### src/rtl/dac_scan_seq_pkg.sv
package dac_scan_seq_pkg;
    parameter int unsigned CH_NUM = 4;
    parameter int unsigned CODE_W = 12;
    localparam int unsigned PTR_W = $clog2(CH_NUM);
    localparam int unsigned FLAT_W = CH_NUM * CODE_W;

    typedef logic [PTR_W-1:0]  ptr_t;
    typedef logic [CODE_W-1:0] code_t;

    typedef struct packed {
        ptr_t first;
        ptr_t last;
        ptr_t cur;
    } window_t;

    typedef struct packed {
        code_t held;
        code_t shown;
    } lane_t;
endpackage

### src/rtl/dac_seq_tick.sv
module dac_seq_tick
    import dac_scan_seq_pkg::*;
(
    input  logic  clk,
    input  logic  rst_n,
    input  logic  paced_mode,
    input  logic  start_hold,
    input  logic  pacer_in,
    input  logic  gate_in,
    input  logic  host_wr,
    input  code_t host_data,
    input  logic  fifo_empty,
    input  code_t fifo_data,
    output logic  fifo_pop,
    output logic  evt_valid,
    output code_t evt_data
);
    logic prev_d, prev_q;
    logic fall, paced_evt, direct_evt;

    always_comb begin
        fall       = prev_q & ~pacer_in;
        paced_evt  = paced_mode & gate_in & ~start_hold & fall;
        fifo_pop   = paced_evt & ~fifo_empty;
        direct_evt = ~paced_mode & host_wr;
        evt_valid  = fifo_pop | direct_evt;
        evt_data   = paced_mode ? fifo_data : host_data;
        prev_d     = pacer_in;
    end

    always_ff @(posedge clk) begin
        if (!rst_n) prev_q <= 1'b0;
        else        prev_q <= prev_d;
    end
endmodule

### src/rtl/dac_seq_ptr.sv
module dac_seq_ptr
    import dac_scan_seq_pkg::*;
(
    input  logic clk,
    input  logic rst_n,
    input  logic cfg_wr,
    input  ptr_t cfg_first,
    input  ptr_t cfg_last,
    input  logic advance,
    output ptr_t cur_ptr,
    output ptr_t first_ch,
    output ptr_t last_ch
);
    window_t win_d, win_q;

    always_comb begin
        win_d = win_q;
        if (advance) begin
            if (win_q.cur == win_q.last) win_d.cur = win_q.first;
            else                         win_d.cur = ptr_t'(win_q.cur + 1'b1);
        end
        if (cfg_wr) begin
            win_d.first = cfg_first;
            win_d.last  = cfg_last;
            win_d.cur   = cfg_first;
        end
    end

    always_ff @(posedge clk) begin
        if (!rst_n) win_q <= '0;
        else        win_q <= win_d;
    end

    assign cur_ptr  = win_q.cur;
    assign first_ch = win_q.first;
    assign last_ch  = win_q.last;
endmodule

### src/rtl/dac_seq_latch_bank.sv
module dac_seq_latch_bank
    import dac_scan_seq_pkg::*;
(
    input  logic              clk,
    input  logic              rst_n,
    input  logic              wr_valid,
    input  ptr_t              wr_ptr,
    input  code_t             wr_data,
    input  logic              simul_en,
    output logic [FLAT_W-1:0] codes_flat
);
    localparam ptr_t LAST_CH = ptr_t'(CH_NUM - 1);

    lane_t lane_d [CH_NUM];
    lane_t lane_q [CH_NUM];
    logic  bulk_xfer;

    assign bulk_xfer = simul_en & wr_valid & (wr_ptr == LAST_CH);

    for (genvar ch = 0; ch < CH_NUM; ch++) begin : g_lane
        logic hit;
        assign hit = wr_valid & (wr_ptr == ptr_t'(ch));

        always_comb begin
            lane_d[ch] = lane_q[ch];
            if (hit) lane_d[ch].held = wr_data;
            if (simul_en) begin
                if (bulk_xfer) lane_d[ch].shown = lane_d[ch].held;
            end else if (hit) begin
                lane_d[ch].shown = wr_data;
            end
        end

        always_ff @(posedge clk) begin
            if (!rst_n) lane_q[ch] <= '0;
            else        lane_q[ch] <= lane_d[ch];
        end

        assign codes_flat[ch*CODE_W +: CODE_W] = lane_q[ch].shown;
    end
endmodule

### src/rtl/dac_scan_seq.sv
module dac_scan_seq
    import dac_scan_seq_pkg::*;
(
    input  logic              clk,
    input  logic              rst_n,
    input  logic              chsel_wr,
    input  logic [7:0]        chsel_wdata,
    output logic [7:0]        chsel_rdata,
    input  logic              paced_mode,
    input  logic              start_hold,
    input  logic              simul_en,
    input  logic              pacer_in,
    input  logic              gate_in,
    input  logic              host_wr,
    input  logic [CODE_W-1:0] host_data,
    input  logic              fifo_empty,
    input  logic [CODE_W-1:0] fifo_data,
    output logic              fifo_pop,
    output logic [FLAT_W-1:0] dac_flat
);
    logic  evt_valid;
    code_t evt_data;
    ptr_t  cur_ptr, first_ch, last_ch;

    dac_seq_tick u_tick (
        .clk(clk), .rst_n(rst_n), .paced_mode(paced_mode), .start_hold(start_hold),
        .pacer_in(pacer_in), .gate_in(gate_in), .host_wr(host_wr),
        .host_data(host_data), .fifo_empty(fifo_empty), .fifo_data(fifo_data),
        .fifo_pop(fifo_pop), .evt_valid(evt_valid), .evt_data(evt_data)
    );

    dac_seq_ptr u_ptr (
        .clk(clk), .rst_n(rst_n), .cfg_wr(chsel_wr),
        .cfg_first(chsel_wdata[1:0]), .cfg_last(chsel_wdata[5:4]),
        .advance(evt_valid), .cur_ptr(cur_ptr),
        .first_ch(first_ch), .last_ch(last_ch)
    );

    dac_seq_latch_bank u_bank (
        .clk(clk), .rst_n(rst_n), .wr_valid(evt_valid), .wr_ptr(cur_ptr),
        .wr_data(evt_data), .simul_en(simul_en), .codes_flat(dac_flat)
    );

    assign chsel_rdata = {2'b00, last_ch, 2'b00, first_ch};
endmodule

### config.mk
export PLATFORM = sky130hd
export DESIGN_NAME = dac_scan_seq
export DESIGN_NICKNAME = d
export VERILOG_FILES = /design/src/rtl/dac_scan_seq_pkg.sv /design/src/rtl/dac_seq_tick.sv /design/src/rtl/dac_seq_ptr.sv /design/src/rtl/dac_seq_latch_bank.sv /design/src/rtl/dac_scan_seq.sv
export SDC_FILE = /design/constraint.sdc
export NUM_CORES = 1
export LEC_CHECK = 0
export BUFFER_PORTS_ARGS = -buffer_cell sky130_fd_sc_hd__buf_2
export CAP_MARGIN = 15
export CORE_ASPECT_RATIO = 1.2
export CORE_UTILIZATION = 56
export CTS_BUF_LIST = sky130_fd_sc_hd__clkbuf_8
export CTS_CLUSTER_DIAMETER = 120
export CTS_CLUSTER_SIZE = 24
export DETAILED_ROUTE_END_ITERATION = 12
export PLACE_DENSITY = 0.83
export SLEW_MARGIN = 20
export SYNTH_ARGS = -nofsm -noshare
export SYNTH_HDL_FRONTEND = slang
export SYNTH_SLANG_ARGS = --single-unit
### constraint.sdc
create_clock -name clk -period 2.5 [get_ports clk]
set_input_delay 0.25 -clock clk [delete_from_list [all_inputs] [get_ports clk]]
set_output_delay 0.25 -clock clk [all_outputs]
set_load 0.02 [all_outputs]
==> results.md, run 1 <==
- VDD IR max: about 300 uV
- Post-Syn Area per Cell: ~9.5 um2
- Tcrit/Tclk final: 0.809
- Chip Height: just over 100 um
- Final nets: 554
- Part of the Yosys area used for sequential elements: 0.392
- Netlist cell types: 29
- HPWL after DPL: 6890 um
- Clock tree from TritonCTS: done
- Core Box Area: 0.00811 mm2
- Synth warn: 0
- RSZ-0062 raised after global routing: false
- Drt wl/cell: 16.1 um
- Area occupied by multi-input gates: 0.00224 mm2
- Row count: 36
- Initial Util: 0.574
- Critical path class: reg -> reg
- Non-Filler Instances: roughly 610
- Clock period minus worst slack: 2.02 ns
- Synth Flop Type: dfxtp_1
- Synth cell count leaders: dfxtp_1, nand2_1, buf_4
- Setup repair bufs after CTS: 0
- First-pass GRT wire length: 15300 um
- TritonCTS Sinks: 91
- # diodes: 0
- Num ports: 99
- Hold Crit Depth: 2
- Largest net degree at the start of global routing: 81
- P&R area growth vs syn: 5.52%
- CP endpoint kind: flop
- Worst reg2reg path endpoint: u_bank.lane_q[1][2]$_SDFFE_PN0P_
- Flops & latches, synth: 91
- First-pass DRT Iterations: 5
- Post-synth top area cell: dfxtp_1
- Critical Path AT: 2.26 ns
- Gr ovfl total: 0
- Detailed Route Iter0 Violations: roughly 230
- Result of the run: complete, no violations
- Routed wire length: roughly 9800 um
- Dpl cells: 592
- I/O Buffers: 90
- Top-area cell type share of the netlist area: 0.392
- Vias: 3401
- Most common cell in the netlist: dfxtp_1
- Die Footprint: 0.00867 mm2
- Worst Hold Path EP: u_tick.prev_q$_SDFF_PN0_
- Synth Cell Area: 0.00465 mm2
- Slew @ Worst Pin: 0.848 ns
- Overall die width: 85.2 um
- Reg2Reg Depth: 6
- Longest Clk Path Bufs: 2
- Clk slew on worst S/H paths: 0.09 ns
- Rel. slew slack: 0.431
- HP Class: in -> reg
- Latest clock arrival within the worst-skew pair: 0.36 ns
- Pleak: 2.27 nW
- Hold Path Origin: pacer_in
- Share of cells above drive strength 1: 0.347
- Area contributors post-synth: dfxtp_1, mux2_2, buf_4, mux2i_1, nand2_1
- Vias per cell: roughly 5.6
- WP data required: 2.74 ns
- Max-cap violation count: 0
- Vias in the first global route: 3110
- Final hold vios: 0
- Register area: 0.00182 mm2
- Worst-case clock skew: 0.00767 ns
- Worst-path maximum fanout: 12
- CTS hold repair buffers: 0
- Reg2Reg Setup Slack: 0.48 ns
- Gpl congestion: 0.862
- Power Total: roughly 2.8 mW
- Setup violations, final: 0
- # fillers: slightly below 700
- Type of origin of the critical path: flop
- Setup TNS: 0 ns
- FMAX: 494 MHz
- ANT nets after route: 0
- Root buf cell: clkbuf_8
- Post-synth EDFFs: 0
- Tot GR Track Use: 0.231
- H-tree levels: 3
- RR Startpoint: u_ptr.cur_ptr[0]$_SDFFE_PN0P_
- Worst hold margin: 0.160 ns
- Antenna violations before repair: 0
- Drc violations: 0
- Num CTS Buffers: 9
- Slew Viols, Final: 0
- Gates resized, CTS repair: 0
- Syn Inst Count: 487
- Power per cell area: 578 mW/mm2
- Async set-reset flop share out of synthesis: 0
==> critical path: stages (launching register included) <==
cell	delay, ns
dfxtp_1	0.37
inv_1	0.13
ha_1	0.23
nand2b_1	0.56
mux2_2	0.43
nand4_1	0.09
o21ai_0	0.08
==> worst max path at each step <==
stage,startpoint,end,slack (ns),depth (start not counted)
after floorplan,u_ptr.cur_ptr[0]$_SDFFE_PN0P_,u_bank.lane_q[1][10]$_SDFFE_PN0P_,0.75,7
after global placement,u_ptr.cur_ptr[0]$_SDFFE_PN0P_,u_bank.lane_q[0][26]$_SDFFE_PN0P_,0.57,5
after detailed placement,paced_mode,u_bank.lane_q[0][31]$_SDFFE_PN0P_,0.49,6
after CTS,u_ptr.cur_ptr[0]$_SDFFE_PN0P_,u_bank.lane_q[0][10]$_SDFFE_PN0P_,0.50,6
after global routing,u_ptr.cur_ptr[0]$_SDFFE_PN0P_,u_bank.lane_q[1][2]$_SDFFE_PN0P_,0.39,6
final,u_ptr.cur_ptr[0]$_SDFFE_PN0P_,u_bank.lane_q[1][2]$_SDFFE_PN0P_,0.48,6
==> final cells by class <==
| cell class | instances | area share |
|---|---|---|
| tap | 95 | 0.0242 |
| sequential | 91 | 0.371 |
| clock inverter | 5 | 0.00586 |
| timing repair buffer | 96 | 0.107 |
| inverter | 7 | 0.00535 |
| multi-input combinational | 303 | 0.456 |
| clock buffer | 11 | 0.0309 |
==> stage by stage <==
stage / utilization / area, um2 / setup WS [ns]
2_1_floorplan: - / 4660 / 0.746
3_3_place_gp: 0.583 / 4730 / 0.568
3_5_place_dp: 0.583 / 4730 / 0.486
4_1_cts: 0.605 / 4910 / 0.499
5_1_grt: 0.605 / 4910 / 0.392
6_report: 0.605 / 4910 / 0.477
==> cell usage in the layout, fill, tap and decap left out, drive strengths merged <==
cell	synthesis	routed
mux2i	40	40
nor2b	4	4
dfxtp	91	91
nand3	2	2
a2bb2o	12	12
conb	1	4
nand2	91	91
clkinvlp	0	2
o21ai	40	40
inv	7	8
a31oi	1	1
a21oi	2	2
o41ai	1	1
buf	70	96
xnor2	2	2
nor4	1	1
clkinv	0	2
a41o	1	1
mux2	49	49
a21boi	1	1
nand4	36	36
ha	4	4
and2	4	4
o311ai	1	1
clkbuf	19	11
nand2b	6	6
o21bai	1	1
==> report_power, final <==
part | switching (mW) | internal, mW | leakage (nW)
sequential | 0.0234 | 1.49 | 0.737
combinational | 0.243 | 0.181 | 1.44
clock | 0.495 | 0.408 | 0.0925
total | 0.762 | 2.08 | 2.27
==> routing by layer <==
metal | up-vias | wire length (um) | global-route usage
li1 | 1670 | - | -
met1 | 1597 | 4300 | 0.289
met2 | 110 | 4760 | 0.395
met3 | 24 | 456 | 0.0283
met4 | 0 | 255 | 0.123
met5 | - | 0 | 0
==> kinds of logic (layout without fill, tap and decap cells) <==
family          after synthesis  after routing  share of synthesized area
buf+inv                      96            119                      0.132
compound gates               60             60                      0.110
xor+xnor                      2              2                    0.00377
simple gates                144            144                      0.146
fa+ha+maj                     4              4                     0.0108
flops                        91             91                      0.392
mux                          89             89                      0.205
other cells                   1              4                   0.000806
==> registers in the layout (all words and copies together), names as in the netlist <==
signal,flops
u_tick.prev_q,1
u_ptr.first_ch,2
u_bank.lane_q,84
u_ptr.last_ch,2
u_ptr.cur_ptr,2
(Power assumes the default switching activity.)
==> inputs of run 2 (changes only) <==
==> constraint.sdc (replaced) <==
create_clock -name clk -period 2.1 [get_ports clk]
set_input_delay 0.21 -clock clk [delete_from_list [all_inputs] [get_ports clk]]
set_output_delay 0.21 -clock clk [all_outputs]
set_load 0.02 [all_outputs]
==> results.md, run 2 (synthesis results as in run 1) <==
- Worst-case clock skew: 0.00903 ns (was 0.00767 ns)
- Clk slew on worst S/H paths: 0.09 ns (about the same)
- I/O Buffers: 90 (unchanged)
- Biggest register: u_bank.lane_q (unchanged)
- Most frequent cells in the layout: dfxtp_1, buf_2, nand2_1 (unchanged)
- Setup repair bufs after CTS: 0 (unchanged)
- Chip Height: 102 um (unchanged)
- Flop pwr share: 0.491 (was 0.532)
- ANT nets after route: 0 (unchanged)
- Worst reg2reg path endpoint: u_bank.lane_q[1][3]$_SDFFE_PN0P_ (was u_bank.lane_q[1][2]$_SDFFE_PN0P_)
- VDD IR max: 353 uV (was 296 uV)
- Pint: 2.67 mW (was 2.08 mW)
- Power per cell area: 736 mW/mm2 (was 578 mW/mm2)
- Vias: 3432 (was 3401)
- Switching fraction of total power: 0.270 (was 0.269)
- # fillers: 678 (was 685)
- RSZ-0062 raised after global routing: false (unchanged)
- Clock period minus worst slack: 1.81 ns (was 2.02 ns)
- Final hold vios: 0 (unchanged)
- Setup TNS: 0 ns (unchanged)
- Most common cell after layout, fill and taps aside: dfxtp_1 (unchanged)
- Setup crit end: u_bank.lane_q[1][3]$_SDFFE_PN0P_ (was u_bank.lane_q[1][2]$_SDFFE_PN0P_)
- Gr ovfl total: 0 (unchanged)
- Reg2Reg Setup Slack: 0.29 ns (was 0.48 ns)
- Num CTS Buffers: 9 (unchanged)
- Critical path class: reg -> reg (unchanged)
- Slew Viols, Final: 0 (unchanged)
- Detailed Route Iter0 Violations: 226 (was 229)
- Gpl congestion: 0.844 (was 0.862)
- Slew @ Worst Pin: 0.859 ns (was 0.848 ns)
- Final nets: 557 (was 554)
- Hold Crit Depth: 3 (was 2)
- Setup violations, final: 0 (unchanged)
- Result of the run: complete, no violations (unchanged)
- Num ports: 99 (unchanged)
- TritonCTS Sinks: 91 (unchanged)
- Row count: 36 (unchanged)
- Critical Path AT: 2.06 ns (was 2.26 ns)
- Gates resized, CTS repair: 0 (unchanged)
- H-tree levels: 3 (unchanged)
- Area occupied by multi-input gates: 0.00224 mm2 (unchanged)
- Worst hold margin: 0.102 ns (was 0.160 ns)
- RR Startpoint: u_ptr.cur_ptr[0]$_SDFFE_PN0P_ (unchanged)
- HPWL after DPL: 6970 um (was 6890 um)
- Tcrit/Tclk final: 0.860 (was 0.809)
- Vias per cell: 5.62 (was 5.59)
- Largest net degree at the start of global routing: 130 (was 81)
- Worst-path maximum fanout: 12 (unchanged)
- Register area: 0.00182 mm2 (unchanged)
- Longest Clk Path Bufs: 2 (unchanged)
- Share of cells above drive strength 1: 0.353 (was 0.347)
- Gate power share: 0.141 (was 0.150)
- CTS hold repair buffers: 0 (unchanged)
- FMAX: 554 MHz (was 494 MHz)
- Drt wl/cell: 16.7 um (was 16.1 um)
- # diodes: 0 (unchanged)
- Pleak: 2.30 nW (was 2.27 nW)
- Clock power share: 0.368 (was 0.318)
- Vias in the first global route: 3252 (was 3110)
- WP data required: 2.36 ns (was 2.74 ns)
- Rel. slew slack: 0.424 (was 0.431)
- CP Launch Point: u_ptr.cur_ptr[0]$_SDFFE_PN0P_ (unchanged)
- First-pass DRT Iterations: 4 (was 5)
- P&R area growth vs syn: 6.91% (was 5.52%)
- Drc violations: 0 (unchanged)
- Antenna violations before repair: 0 (unchanged)
- Routed wire length: 10200 um (was 9770 um)
- Overall die width: 85.2 um (unchanged)
- CP endpoint kind: flop (unchanged)
- Type of origin of the critical path: flop (unchanged)
- Hold Path Origin: chsel_wdata[4] (was pacer_in)
- Clock tree from TritonCTS: done (unchanged)
- Latest clock arrival within the worst-skew pair: 0.38 ns (was 0.36 ns)
- Largest register FFs: 84 (unchanged)
- Tot GR Track Use: 0.243 (was 0.231)
- Switch Pwr: 989 uW (was 762 uW)
- Core Box Area: 0.00811 mm2 (unchanged)
- Root buf cell: clkbuf_8 (unchanged)
- Die Footprint: 0.00867 mm2 (unchanged)
- Max-cap violation count: 0 (unchanged)
- HP Class: in -> reg (unchanged)
- First-pass GRT wire length: 16000 um (was 15300 um)
- Initial Util: 0.574 (unchanged)
- Reg2Reg Depth: 7 (was 6)
==> run 2: cell types whose count changed in the layout (fill, tap and decap cells not counted) <==
cell,previous run,this run
inv_6,0,3
inv_1,8,7
bufinv_16,0,2
clkinvlp_4,2,1
clkbuf_8,11,9
clkinv_2,2,1
buf_4,5,8
==> run 2: final cells by class <==
class | instances | area share
Sequential cell | 91 | 0.366
Tap cell | 95 | 0.0239
Clock inverter | 7 | 0.0199
Clock buffer | 9 | 0.0249
Multi-Input combinational cell | 303 | 0.450
Timing Repair Buffer | 99 | 0.110
Inverter | 7 | 0.00528
==> run 2: worst min path at each step <==
stage,to,slack [ns]
after CTS,u_ptr.last_ch[0]$_SDFFE_PN0P_,0.10
after detailed placement,u_bank.lane_q[1][5]$_SDFFE_PN0P_,0.45
after floorplan,u_tick.prev_q$_SDFF_PN0_,0.34
final,u_ptr.last_ch[0]$_SDFFE_PN0P_,0.10
after global routing,u_tick.prev_q$_SDFF_PN0_,0.12
after global placement,u_bank.lane_q[0][23]$_SDFF_PN0_,0.44
==> run 2: power groups by stage <==
stage	Combinational [mW]	Sequential, mW	Clock [mW]
floorplan	0.386	1.84	0
global placement	0.493	1.84	0
detailed placement	0.504	1.84	0
CTS	0.510	1.80	1.35
global route	0.551	1.81	1.42
finish	0.515	1.80	1.35
==> run 2: routing by layer <==
layer  track usage  vias up  share of wire
met5             0        -              0
met4         0.116        0          0.025
met2         0.413       95           0.50
met1         0.306     1646           0.43
met3        0.0363       19          0.041
li1              -     1672              -
==> run 2: critical path, cell delays in order (launching register included) <==
cell and delay, ns:
dfxtp_1 0.45, inv_1 0.12, ha_1 0.25, nand2b_1 0.16
buf_4 0.20, mux2_2 0.31, nand4_1 0.10, o21ai_0 0.09
==> run 2: through the flow <==
stage / setup WS [ns] / utilization / total power, mW / area (um2) / cells
floorplan: 0.346 / - / 2.22 / 4660 / 490
CTS: 0.296 / 0.613 / 3.66 / 4970 / 611
detailed placement: 0.221 / 0.586 / 2.34 / 4750 / 595
global placement: 0.272 / 0.586 / 2.33 / 4750 / 595
global route: 0.190 / 0.613 / 3.78 / 4970 / 611
finish: 0.294 / 0.613 / 3.66 / 4970 / 611
==> inputs of run 3 (changes only) <==
--- a/config.mk
+++ b/config.mk
@@ -8,12 +8,12 @@
 export BUFFER_PORTS_ARGS = -buffer_cell sky130_fd_sc_hd__buf_2
 export CAP_MARGIN = 15
 export CORE_ASPECT_RATIO = 1.2
-export CORE_UTILIZATION = 56
+export CORE_UTILIZATION = 61
 export CTS_BUF_LIST = sky130_fd_sc_hd__clkbuf_8
 export CTS_CLUSTER_DIAMETER = 120
 export CTS_CLUSTER_SIZE = 24
 export DETAILED_ROUTE_END_ITERATION = 12
-export PLACE_DENSITY = 0.83
+export PLACE_DENSITY = 0.89
 export SLEW_MARGIN = 20
 export SYNTH_ARGS = -nofsm -noshare
 export SYNTH_HDL_FRONTEND = slang
==> constraint.sdc (replaced) <==
create_clock -name clk -period 2.2 [get_ports clk]
set_input_delay 0.11 -clock clk [delete_from_list [all_inputs] [get_ports clk]]
set_output_delay 0.11 -clock clk [all_outputs]
set_load 0.02 [all_outputs]
==> results.md, run 3 (synthesis results as in run 1) <==
- Hold Crit Depth: 3 (unchanged)
- Share of cells above drive strength 1: 0.357 (was 0.353)
- Latest clock arrival within the worst-skew pair: 0.36 ns (was 0.38 ns)
- Die Footprint: 0.00798 mm2 (was 0.00867 mm2)
- Drt wl/cell: 16.4 um (was 16.7 um)
- WP data required: 2.43 ns (was 2.36 ns)
- Clk slew on worst S/H paths: 0.08 ns (was 0.09 ns)
- Antenna violations before repair: 0 (unchanged)
- CP endpoint kind: flop (unchanged)
- ANT nets after route: 0 (unchanged)
- TritonCTS Sinks: 91 (unchanged)
- Clock period minus worst slack: 1.92 ns (was 1.81 ns)
- Result of the run: complete, no violations (unchanged)
- Largest net degree at the start of global routing: 130 (unchanged)
- # diodes: 0 (unchanged)
- Design Area, Final: 0.00494 mm2 (was 0.00497 mm2)
- Setup repair bufs after CTS: 0 (unchanged)
- Rel. slew slack: 0.410 (was 0.424)
- Final hold vios: 0 (unchanged)
- Setup violations, final: 0 (unchanged)
- Routed wire length: 9960 um (was 10200 um)
- Gr ovfl total: 0 (unchanged)
- Num ports: 99 (unchanged)
- First-pass DRT Iterations: 5 (was 4)
- I/O Buffers: 90 (unchanged)
- Most common cell after layout, fill and taps aside: dfxtp_1 (unchanged)
- Tcrit/Tclk final: 0.873 (was 0.860)
- Largest register FFs: 84 (unchanged)
- Type of origin of the critical path: flop (unchanged)
- RSZ-0062 raised after global routing: false (unchanged)
- Power Total: 3.35 mW (was 3.66 mW)
- Slew Viols, Final: 0 (unchanged)
- Most frequent cells in the layout: dfxtp_1, buf_2, nand2_1 (unchanged)
- Initial Util: 0.636 (was 0.574)
- Reg2Reg Depth: 6 (was 7)
- FMAX: 521 MHz (was 554 MHz)
- Row count: 34 (was 36)
- P&R area growth vs syn: 6.16% (was 6.91%)
- Reg2Reg Setup Slack: 0.28 ns (was 0.29 ns)
- Drc violations: 0 (unchanged)
- H-tree levels: 3 (unchanged)
- Max-cap violation count: 0 (unchanged)
- Pleak: 2.29 nW (was 2.30 nW)
- Vias: 3446 (was 3432)
- Gates resized, CTS repair: 0 (unchanged)
- DP Worst Slack: 0.220 ns (was 0.221 ns)
- Vias in the first global route: 3187 (was 3252)
- Gpl congestion: 0.835 (was 0.844)
- HP Class: in -> reg (unchanged)
- Overall die width: 81.7 um (was 85.2 um)
- Worst setup slack after layout: 0.280 ns (was 0.294 ns)
- Vias per cell: 5.69 (was 5.62)
- Tot GR Track Use: 0.261 (was 0.243)
- Power per cell area: 678 mW/mm2 (was 736 mW/mm2)
- VDD IR max: 410 uV (was 353 uV)
- Worst-case clock skew: 0.00731 ns (was 0.00903 ns)
- First-pass GRT wire length: 15800 um (was 16000 um)
- Worst-path maximum fanout: 12 (unchanged)
- Setup TNS: 0 ns (unchanged)
- HPWL after DPL: 6830 um (was 6970 um)
- Final nets: 557 (unchanged)
- Chip Height: 97.7 um (was 102 um)
- Critical Path AT: 2.15 ns (was 2.06 ns)
- Post-DP Area: 0.00473 mm2 (was 0.00475 mm2)
- Core Box Area: 0.00732 mm2 (was 0.00811 mm2)
- Critical path class: reg -> reg (unchanged)
- Num CTS Buffers: 9 (unchanged)
- Detailed Route Iter0 Violations: 291 (was 226)
- CTS hold repair buffers: 0 (unchanged)
- Biggest register: u_bank.lane_q (unchanged)
- Longest Clk Path Bufs: 2 (unchanged)
- Slew @ Worst Pin: 0.880 ns (was 0.859 ns)
- Root buf cell: clkbuf_8 (unchanged)
- Clock tree from TritonCTS: done (unchanged)
## run 3: per-layer routing
metal,track usage,part of all wire,vias up
met5,0,0,-
met4,0.126,0.024,0
met3,0.0338,0.059,21
met2,0.410,0.48,116
met1,0.348,0.44,1632
li1,-,-,1677
## run 3: power by group
part           switching, mW  internal [mW]
Combinational          0.283          0.209
Sequential            0.0272           1.69
Clock                  0.586          0.556
Total                  0.896           2.45
## run 3: final timing paths
| path | start | to |
|---|---|---|
| worst max-delay path | u_ptr.cur_ptr[0]$_SDFFE_PN0P_ | u_bank.lane_q[0][2]$_SDFFE_PN0P_ |
| worst min-delay path | chsel_wdata[4] | u_ptr.last_ch[0]$_SDFFE_PN0P_ |
| worst min register to register | u_bank.lane_q[0][25]$_SDFFE_PN0P_ | u_bank.lane_q[0][25]$_SDFFE_PN0P_ |
| worst max register to register | u_ptr.cur_ptr[0]$_SDFFE_PN0P_ | u_bank.lane_q[0][2]$_SDFFE_PN0P_ |
## run 3: layout make-up
| type | instances | area, um2 |
|---|---|---|
| Clock buffer | 10 | 138 |
| Clock inverter | 6 | 63.8 |
| Fill cell | 542 | 2380 |
| Inverter | 7 | 26.3 |
| Multi-Input combinational cell | 303 | 2240 |
| Sequential cell | 91 | 1820 |
| Tap cell | 90 | 113 |
| Timing Repair Buffer | 99 | 533 |
## run 3: worst max-delay path: stages (launching register included)
cell	delay, ns
dfxtp_1	0.46
inv_1	0.12
ha_1	0.25
nand2b_2	0.38
mux2_2	0.37
nand4_1	0.11
o21ai_0	0.10
## run 3: stage by stage
step	hold WS, ns	utilization	instances
CTS	0.0159	0.674	606
finish	0.0182	0.675	606
floorplan	0.237	-	490
global route	0.0285	0.675	606
global placement	0.375	0.647	590
detailed placement	0.390	0.647	590
